**src/rtl/rxprio_pkg.sv**
```systemverilog
`timescale 1ns/1ps
package rxprio_pkg;
    localparam int PRIO_W = 2;
    localparam logic [PRIO_W-1:0] PRIO_TOP = '1;

    typedef enum logic [2:0] {
        SRC_FORCE = 3'd0,
        SRC_TRAP  = 3'd1,
        SRC_CODE  = 3'd2,
        SRC_TAG   = 3'd3,
        SRC_DFLT  = 3'd4
    } prio_src_e;

    typedef struct packed {
        logic              vld;
        logic [PRIO_W-1:0] prio;
    } cls_state_t;
endpackage

```
**src/rtl/rxprio_plane_pick.sv**
```systemverilog
`timescale 1ns/1ps
// Selects one bit of a bit plane by index.
module rxprio_plane_pick #(
    parameter int IDX_W = 6,
    localparam int N = 1 << IDX_W
) (
    input  logic [N-1:0]     plane,
    input  logic [IDX_W-1:0] idx,
    output logic             bit_o
);
    always_comb begin
        bit_o = plane[idx];
    end
endmodule

```
**src/rtl/rxprio_table.sv**
```systemverilog
`timescale 1ns/1ps
// Two-plane priority table: one plane per priority bit.
module rxprio_table #(
    parameter int IDX_W = 6,
    localparam int N = 1 << IDX_W
) (
    input  logic [N-1:0]                   plane_lo,
    input  logic [N-1:0]                   plane_hi,
    input  logic [IDX_W-1:0]               idx,
    output logic [rxprio_pkg::PRIO_W-1:0]  prio
);
    logic [rxprio_pkg::PRIO_W-1:0][N-1:0] planes;
    assign planes[0] = plane_lo;
    assign planes[1] = plane_hi;

    for (genvar p = 0; p < rxprio_pkg::PRIO_W; p++) begin : g_plane
        rxprio_plane_pick #(.IDX_W(IDX_W)) u_pick (
            .plane (planes[p]),
            .idx   (idx),
            .bit_o (prio[p])
        );
    end
endmodule

```
**src/rtl/rxprio_rank.sv**
```systemverilog
`timescale 1ns/1ps
// Ranked selection among the priority sources.
module rxprio_rank
    import rxprio_pkg::*;
(
    input  logic              force_dflt,
    input  logic              trap_hit,
    input  logic              code_use,
    input  logic              tag_use,
    input  logic [PRIO_W-1:0] code_prio,
    input  logic [PRIO_W-1:0] tag_prio,
    input  logic [PRIO_W-1:0] dflt_prio,
    output logic [PRIO_W-1:0] prio
);
    prio_src_e src;

    always_comb begin
        if (force_dflt)    src = SRC_FORCE;
        else if (trap_hit) src = SRC_TRAP;
        else if (code_use) src = SRC_CODE;
        else if (tag_use)  src = SRC_TAG;
        else               src = SRC_DFLT;
    end

    always_comb begin
        unique case (src)
            SRC_TRAP: prio = PRIO_TOP;
            SRC_CODE: prio = code_prio;
            SRC_TAG:  prio = tag_prio;
            default:  prio = dflt_prio;
        endcase
    end
endmodule

```
**src/rtl/rxprio_classifier.sv**
```systemverilog
`timescale 1ns/1ps
module rxprio_classifier
    import rxprio_pkg::*;
#(
    parameter int DSCP_W = 6,
    parameter int TAG_W = 3,
    localparam int DSCP_N = 1 << DSCP_W,
    localparam int HALF_N = DSCP_N / 2,
    localparam int TAG_N = 1 << TAG_W,
    localparam int MAP_W = TAG_N * PRIO_W
) (
    input  logic              clk,
    input  logic              rst_n,
    input  logic              in_valid,
    input  logic [DSCP_W-1:0] dscp,
    input  logic              dscp_ok,
    input  logic [TAG_W-1:0]  vtag,
    input  logic              vtag_ok,
    input  logic              is_igmp,
    input  logic              is_bpdu,
    input  logic [HALF_N-1:0] cfg_dscp_lo_a,
    input  logic [HALF_N-1:0] cfg_dscp_lo_b,
    input  logic [HALF_N-1:0] cfg_dscp_hi_a,
    input  logic [HALF_N-1:0] cfg_dscp_hi_b,
    input  logic [MAP_W-1:0]  cfg_vlan_map,
    input  logic [PRIO_W-1:0] cfg_dflt_prio,
    input  logic              cfg_force_dflt,
    input  logic              cfg_dscp_en,
    input  logic              cfg_trap_igmp,
    input  logic              cfg_trap_bpdu,
    output logic              out_valid,
    output logic [PRIO_W-1:0] out_prio
);
    logic [PRIO_W-1:0] code_prio, tag_prio, sel_prio;
    logic              trap_hit, code_use;
    cls_state_t        st_d, st_q;

    rxprio_table #(.IDX_W(DSCP_W)) u_code_tbl (
        .plane_lo ({cfg_dscp_lo_b, cfg_dscp_lo_a}),
        .plane_hi ({cfg_dscp_hi_b, cfg_dscp_hi_a}),
        .idx      (dscp),
        .prio     (code_prio)
    );

    rxprio_table #(.IDX_W(TAG_W)) u_tag_tbl (
        .plane_lo (cfg_vlan_map[TAG_N-1:0]),
        .plane_hi (cfg_vlan_map[MAP_W-1:TAG_N]),
        .idx      (vtag),
        .prio     (tag_prio)
    );

    assign trap_hit = (cfg_trap_igmp & is_igmp) | (cfg_trap_bpdu & is_bpdu);
    assign code_use = cfg_dscp_en & dscp_ok;

    rxprio_rank u_rank (
        .force_dflt (cfg_force_dflt),
        .trap_hit   (trap_hit),
        .code_use   (code_use),
        .tag_use    (vtag_ok),
        .code_prio  (code_prio),
        .tag_prio   (tag_prio),
        .dflt_prio  (cfg_dflt_prio),
        .prio       (sel_prio)
    );

    always_comb begin
        st_d     = st_q;
        st_d.vld = in_valid;
        if (in_valid) begin
            st_d.prio = sel_prio;
        end
    end

    always_ff @(posedge clk) begin
        if (!rst_n) begin
            st_q <= '0;
        end else begin
            st_q <= st_d;
        end
    end

    assign out_valid = st_q.vld;
    assign out_prio  = st_q.prio;

    a_r2_follows_input: assert property (@(posedge clk) disable iff (!rst_n)
        out_valid == $past(in_valid));

    a_r3_forced_default: assert property (@(posedge clk) disable iff (!rst_n)
        (in_valid && cfg_force_dflt) |=> (out_prio == $past(cfg_dflt_prio)));

    a_r4_igmp_trap: assert property (@(posedge clk) disable iff (!rst_n)
        (in_valid && !cfg_force_dflt && cfg_trap_igmp && is_igmp) |=> (out_prio == PRIO_TOP));

    a_r5_bpdu_trap: assert property (@(posedge clk) disable iff (!rst_n)
        (in_valid && !cfg_force_dflt && cfg_trap_bpdu && is_bpdu) |=> (out_prio == PRIO_TOP));

    a_r11_idle_hold: assert property (@(posedge clk) disable iff (!rst_n)
        !in_valid |=> (!out_valid && $stable(out_prio)));
endmodule

```
**config.mk**
```make
export PLATFORM = sky130hd
export DESIGN_NAME = rxprio_classifier
export DESIGN_NICKNAME = d
export VERILOG_FILES = /design/src/rtl/rxprio_pkg.sv /design/src/rtl/rxprio_plane_pick.sv /design/src/rtl/rxprio_table.sv /design/src/rtl/rxprio_rank.sv /design/src/rtl/rxprio_classifier.sv
export SDC_FILE = /design/constraint.sdc
export NUM_CORES = 1
export LEC_CHECK = 0
export BUFFER_PORTS_ARGS = -buffer_cell sky130_fd_sc_hd__buf_2
export CORE_AREA = 3 3 70 72
export DETAILED_ROUTE_END_ITERATION = 16
export DIE_AREA = 0 0 73 75
export PLACE_DENSITY = 0.8
export SYNTH_ARGS = -nofsm -noshare
export SYNTH_HDL_FRONTEND = slang
export SYNTH_SLANG_ARGS = --single-unit
```
**constraint.sdc**
```tcl
create_clock -name clk -period 2.35 [get_ports clk]
set_input_delay 0.47 -clock clk [delete_from_list [all_inputs] [get_ports clk]]
set_output_delay 0.47 -clock clk [all_outputs]
set_load 0.005 [all_outputs]
```
---- After elaboration in Yosys (flattened, before gate mapping) ----
Index checks and enable logic that the tools add are counted.
word-level totals
  bits in registers ....................... 3
  output and inout bits ................... 3
  logic and storage cells ................. 24
cells by class
  magnitude comparators ................... 2
  eq/ne operators ......................... 3
  mux-type cells .......................... 13
  bitwise operators ....................... 4
operators by type and width
  cell                number
  $bmux 1 s6          2
  $mux 3              4
  $lt 6x7->1 const B  1
  $bmux 1 s3          2
  $eq 3x2->1 const B  2
  $pmux 2 s3          1
  $lt 3x4->1 const B  1
  $mux 1              4
  $and 1x1->1         3
  $eq 3x1->1 const B  1
  $or 1x1->1          1

---- Depth between registers and ports, before layout ----
  word-level depth ........................ 6
  mapped depth ............................ 8

---- Hierarchy ----
From an unflattened synthesis, not the netlist that was laid out.
unflattened totals
  cells, all modules ...................... 151
  area total of the unflattened synthesis .. 1,529.0 µm²
by module, submodules not included
  module                                                instances  cells each  area an instance (µm²)  seq. area each (µm²)
  rxprio_plane_pick (u_code_tbl.g_plane[0].u_pick ...)  2          62          600.6                   0.0
  rxprio_plane_pick (u_tag_tbl.g_plane[0].u_pick ...)   2          3           63.8                    0.0
  rxprio_classifier                                     1          10          115.1                   60.1
  rxprio_rank                                           1          11          85.1                    0.0

---- Least setup slack after synthesis ----
No wires, ideal clock.
  path kind ............................... input-to-reg
  start ................................... input dscp[1]
  end ..................................... register st_q, in the netlist out_prio[0]
  setup time .............................. 0.130 ns
  data arrival time ....................... 1.751 ns
  required time ........................... 2.220 ns
  path slack .............................. 0.469 ns
  stages on the path ...................... 7
  path buffers ............................ 3
  path through ............................ buf_4 > buf_6 > buf_6 > mux4_2 > mux2_2 > o221ai_1 > o211ai_1
on the way
  word-level cells in the longest chain between the ends .. 3
ends and longest elaborated chain
  what                          line                     text
  start, declared               rxprio_classifier.sv:15  input logic [DSCP_W-1:0] dscp,
  $bmux 1 s6                    rxprio_plane_pick.sv:12  bit_o = plane[idx];
  $mux 1 (implied by the code)  rxprio_plane_pick.sv:12
  $pmux 2 s3                    rxprio_rank.sv:26        unique case (src)
  end signal, assigned          rxprio_classifier.sv:78  st_q <= st_d;
  end, declared                 rxprio_classifier.sv:36  cls_state_t st_d, st_q;
No other way between the ends. The select of a mux whose other input is x is not followed.
A chain may end at the register's enable or synchronous reset.

---- Worst setup path after layout ----
  start ................................... input dscp[0]
  end ..................................... register st_q, in the netlist out_prio[1]
Same word-level chain as after synthesis.

==> results.md <==
* Status: completed
* Worst path max stage delay at 0.51 ns
* YS warnings at 0
* Cell taking the most area after synthesis: mux4_2
* Post-Syn Area per Cell at 11.8 um^2
* Final net count at 455
* Register-to-register setup slack at 1.78 ns
* Hold buffer count at CTS at 0
* Post-Layout Inst Area at 0.00235 mm^2
* Pin count of the biggest net entering global routing at 19
* Global-route wire length before repair at 8060 um
* Synth cell types at 32
* Layout overhead on the synthesized area at 61.1%
* Critical Path AT at 2.10 ns
* Clock transition at the registers of the reported paths at 0.03 ns
* Synth Register Bits at 3
* Hold WS at 0.486 ns
* Ports at 169
* Grt total ovfl at 0
* Vias in the first global route at 1780
* Post-synth EDFFs at 0
* Leakage Power at 1.14 nW
* Worst-path cell chain: buf_2 -> buf_4 -> or4bb_1 -> o211ai_1 -> a211oi_1 -> a31oi_1 -> o211ai_1
* List of most frequent post-synthesis cells: mux4_2, nor3_1, mux4_1, mux2_2
* Mapped Nets at 290
* Final ANT Viol Nets at 0
* Initial antenna violation count at 0
* Gate Count Post-Synth at 124
* Final count of hold timing violations at 0
* Die outline width at 73 um
* Max IR drop VDD at 0.0948 mV
* Post-CTS setup buffers at 0
* Num rows at 24
* Most frequent cell after synthesis: mux4_2
* 1st-pass router iterations at 4
* Max Slew Vio Count at 0
* Achievable Freq at 0.495 GHz
* Setup crit start kind: input port
* Crit Path Max Fanout at 16
* Worst EP required at 2.43 ns
* Fillers at 408
* H-tree level count at 1
* IO buf count at 168
* Area occupied by multi-input gates at 0.00129 mm^2
* Final Worst Setup Slack at 0.329 ns
* Ys async rst share at 0%
* CP Capture Type: flop
* Die height at 75 um
* Final setup fails at 0
* Core ar. at 0.00435 mm^2
* Hold Crit Class: reg -> reg
* CTS sink count at 3
* CTS tree: done
* Antenna Cells at 0
* Clock Skew at 0 ns
* Worst Path Class, Setup: in -> reg
* Gpl congestion at 0.812
* Root Buffer: clkbuf_8
* Post-DP Area at 0.00230 mm^2
* CTS Buf Count at 3
* Total GRT Usage at 19.0%
* Vias/cell at 5.43
* RSZ-0062 raised after global routing: no
* Minimum clock period at 2.02 ns
* Max Cap Viol at 0
* Syn Std Cell Area at 0.00146 mm^2
* Post-synthesis sequential area ratio at 4.12%
* Slowest-stage cell, CP: or4bb_1
* Starting density of the core at 33.5%
* CTS Buffer Depth at 2
* Most used DFF post-synth: dfxtp_1
* Die area at 0.00548 mm^2
* Worst Max-Slew Pin Slew at 0.463 ns
* Crit share post-route at 86.0%
* Layout cells sized above 1 at 71.5%
* CP most frequent cell: o211ai_1
* Drt wl/cell at 16.7 um
* Top Family by Delay on Critical Path: buffers and inverters
* Top-area cell type share of the netlist area at 34.0%
* Number of DRC markers in iteration 0 at 48
* Critical path buffers and inverters at 2
* Reg area at 60.1 um^2
* Setup WS pre-CTS at 0.103 ns
* DRT Wirelength at 5690 um
* HPWL after DPL at 5040 um
* # DRC at 0
* Power per Cell Area at 242 mW/mm^2
* Post-CTS sizing at 0
* Vias post-DR at 1845
* Clk Latency, worst-skew pair at 0.21 ns
* Post-placement cell count at 336
* Ranking of synthesized cells by area: mux4_2, mux4_1, mux2_2
* Slew HR at 69.1%
* Layout Cells excl Fill at 340
* Setup TNS at 0 ns
[where the power goes]
part	switching [mW]	internal [mW]	total, mW
sequential	0.00205	0.0560	0.0581
combinational	0.133	0.228	0.361
clock	0.0329	0.116	0.148
[metal layers]
metal  global-route usage (%)  vias to the layer above  wire, um
met1                     21.7                      840      1980
met5                        0                        -         0
met2                     36.2                      115      3100
met4                     3.89                        0        22
met3                     4.01                        2       593
li1                         -                      888         -
[kinds of logic after synthesis]
| group | Yosys count | synth area share (%) |
|---|---|---|
| compound gates | 28 | 13.9 |
| simple gates | 35 | 13.2 |
| buf+inv | 13 | 7.29 |
| flops | 3 | 4.12 |
| mux | 45 | 61.5 |
[worst reg2reg max path, cell delays in order (launching register included)]
cell and delay [ns]:
dfxtp_1 0.30, nand2_1 0.06, o211ai_1 0.08
[sequential cells by signal, summed over array words and instances, names as in the netlist]
name / count
out_prio: 2
out_valid: 1
[per-stage QoR]
step	util, %	power, mW
floorplan	-	0.257
global placement	52.9	0.415
detailed placement	52.9	0.422
CTS	54.0	0.577
global route	54.0	0.614
finish	54.0	0.568
[layout by cell type (no fill, tap or decap), types with 4 or more instances in the layout]
cell      Yosys  final
mux2_2        7      7
mux4_2       22     22
mux4_1       10     10
o22ai_1       5      5
o221ai_1      4      4
nor2_1        5      5
nand2_1       4      4
mux2i_1       6      6
nor3_1       11     11
nor4_1        4      4
buf_2         6    168
[path summary, 6_finish.rpt]
check / startpoint / to / depth (start not counted)
max reg2reg: out_prio[0] / out_prio[0] / 2
max: dscp[0] / out_prio[1] / 7
min: out_prio[0] / out_prio[0] / 2
min reg2reg: out_prio[0] / out_prio[0] / 2
[layout make-up]
cell class              count  area share (%)
repair buffers            172            37.6
inverters                   1           0.160
clock buffers               4            1.92
well taps                  52            2.77
multi-input cells         108            55.0
flip-flops and latches      3            2.56
Power figures use the tool's default switching activity.
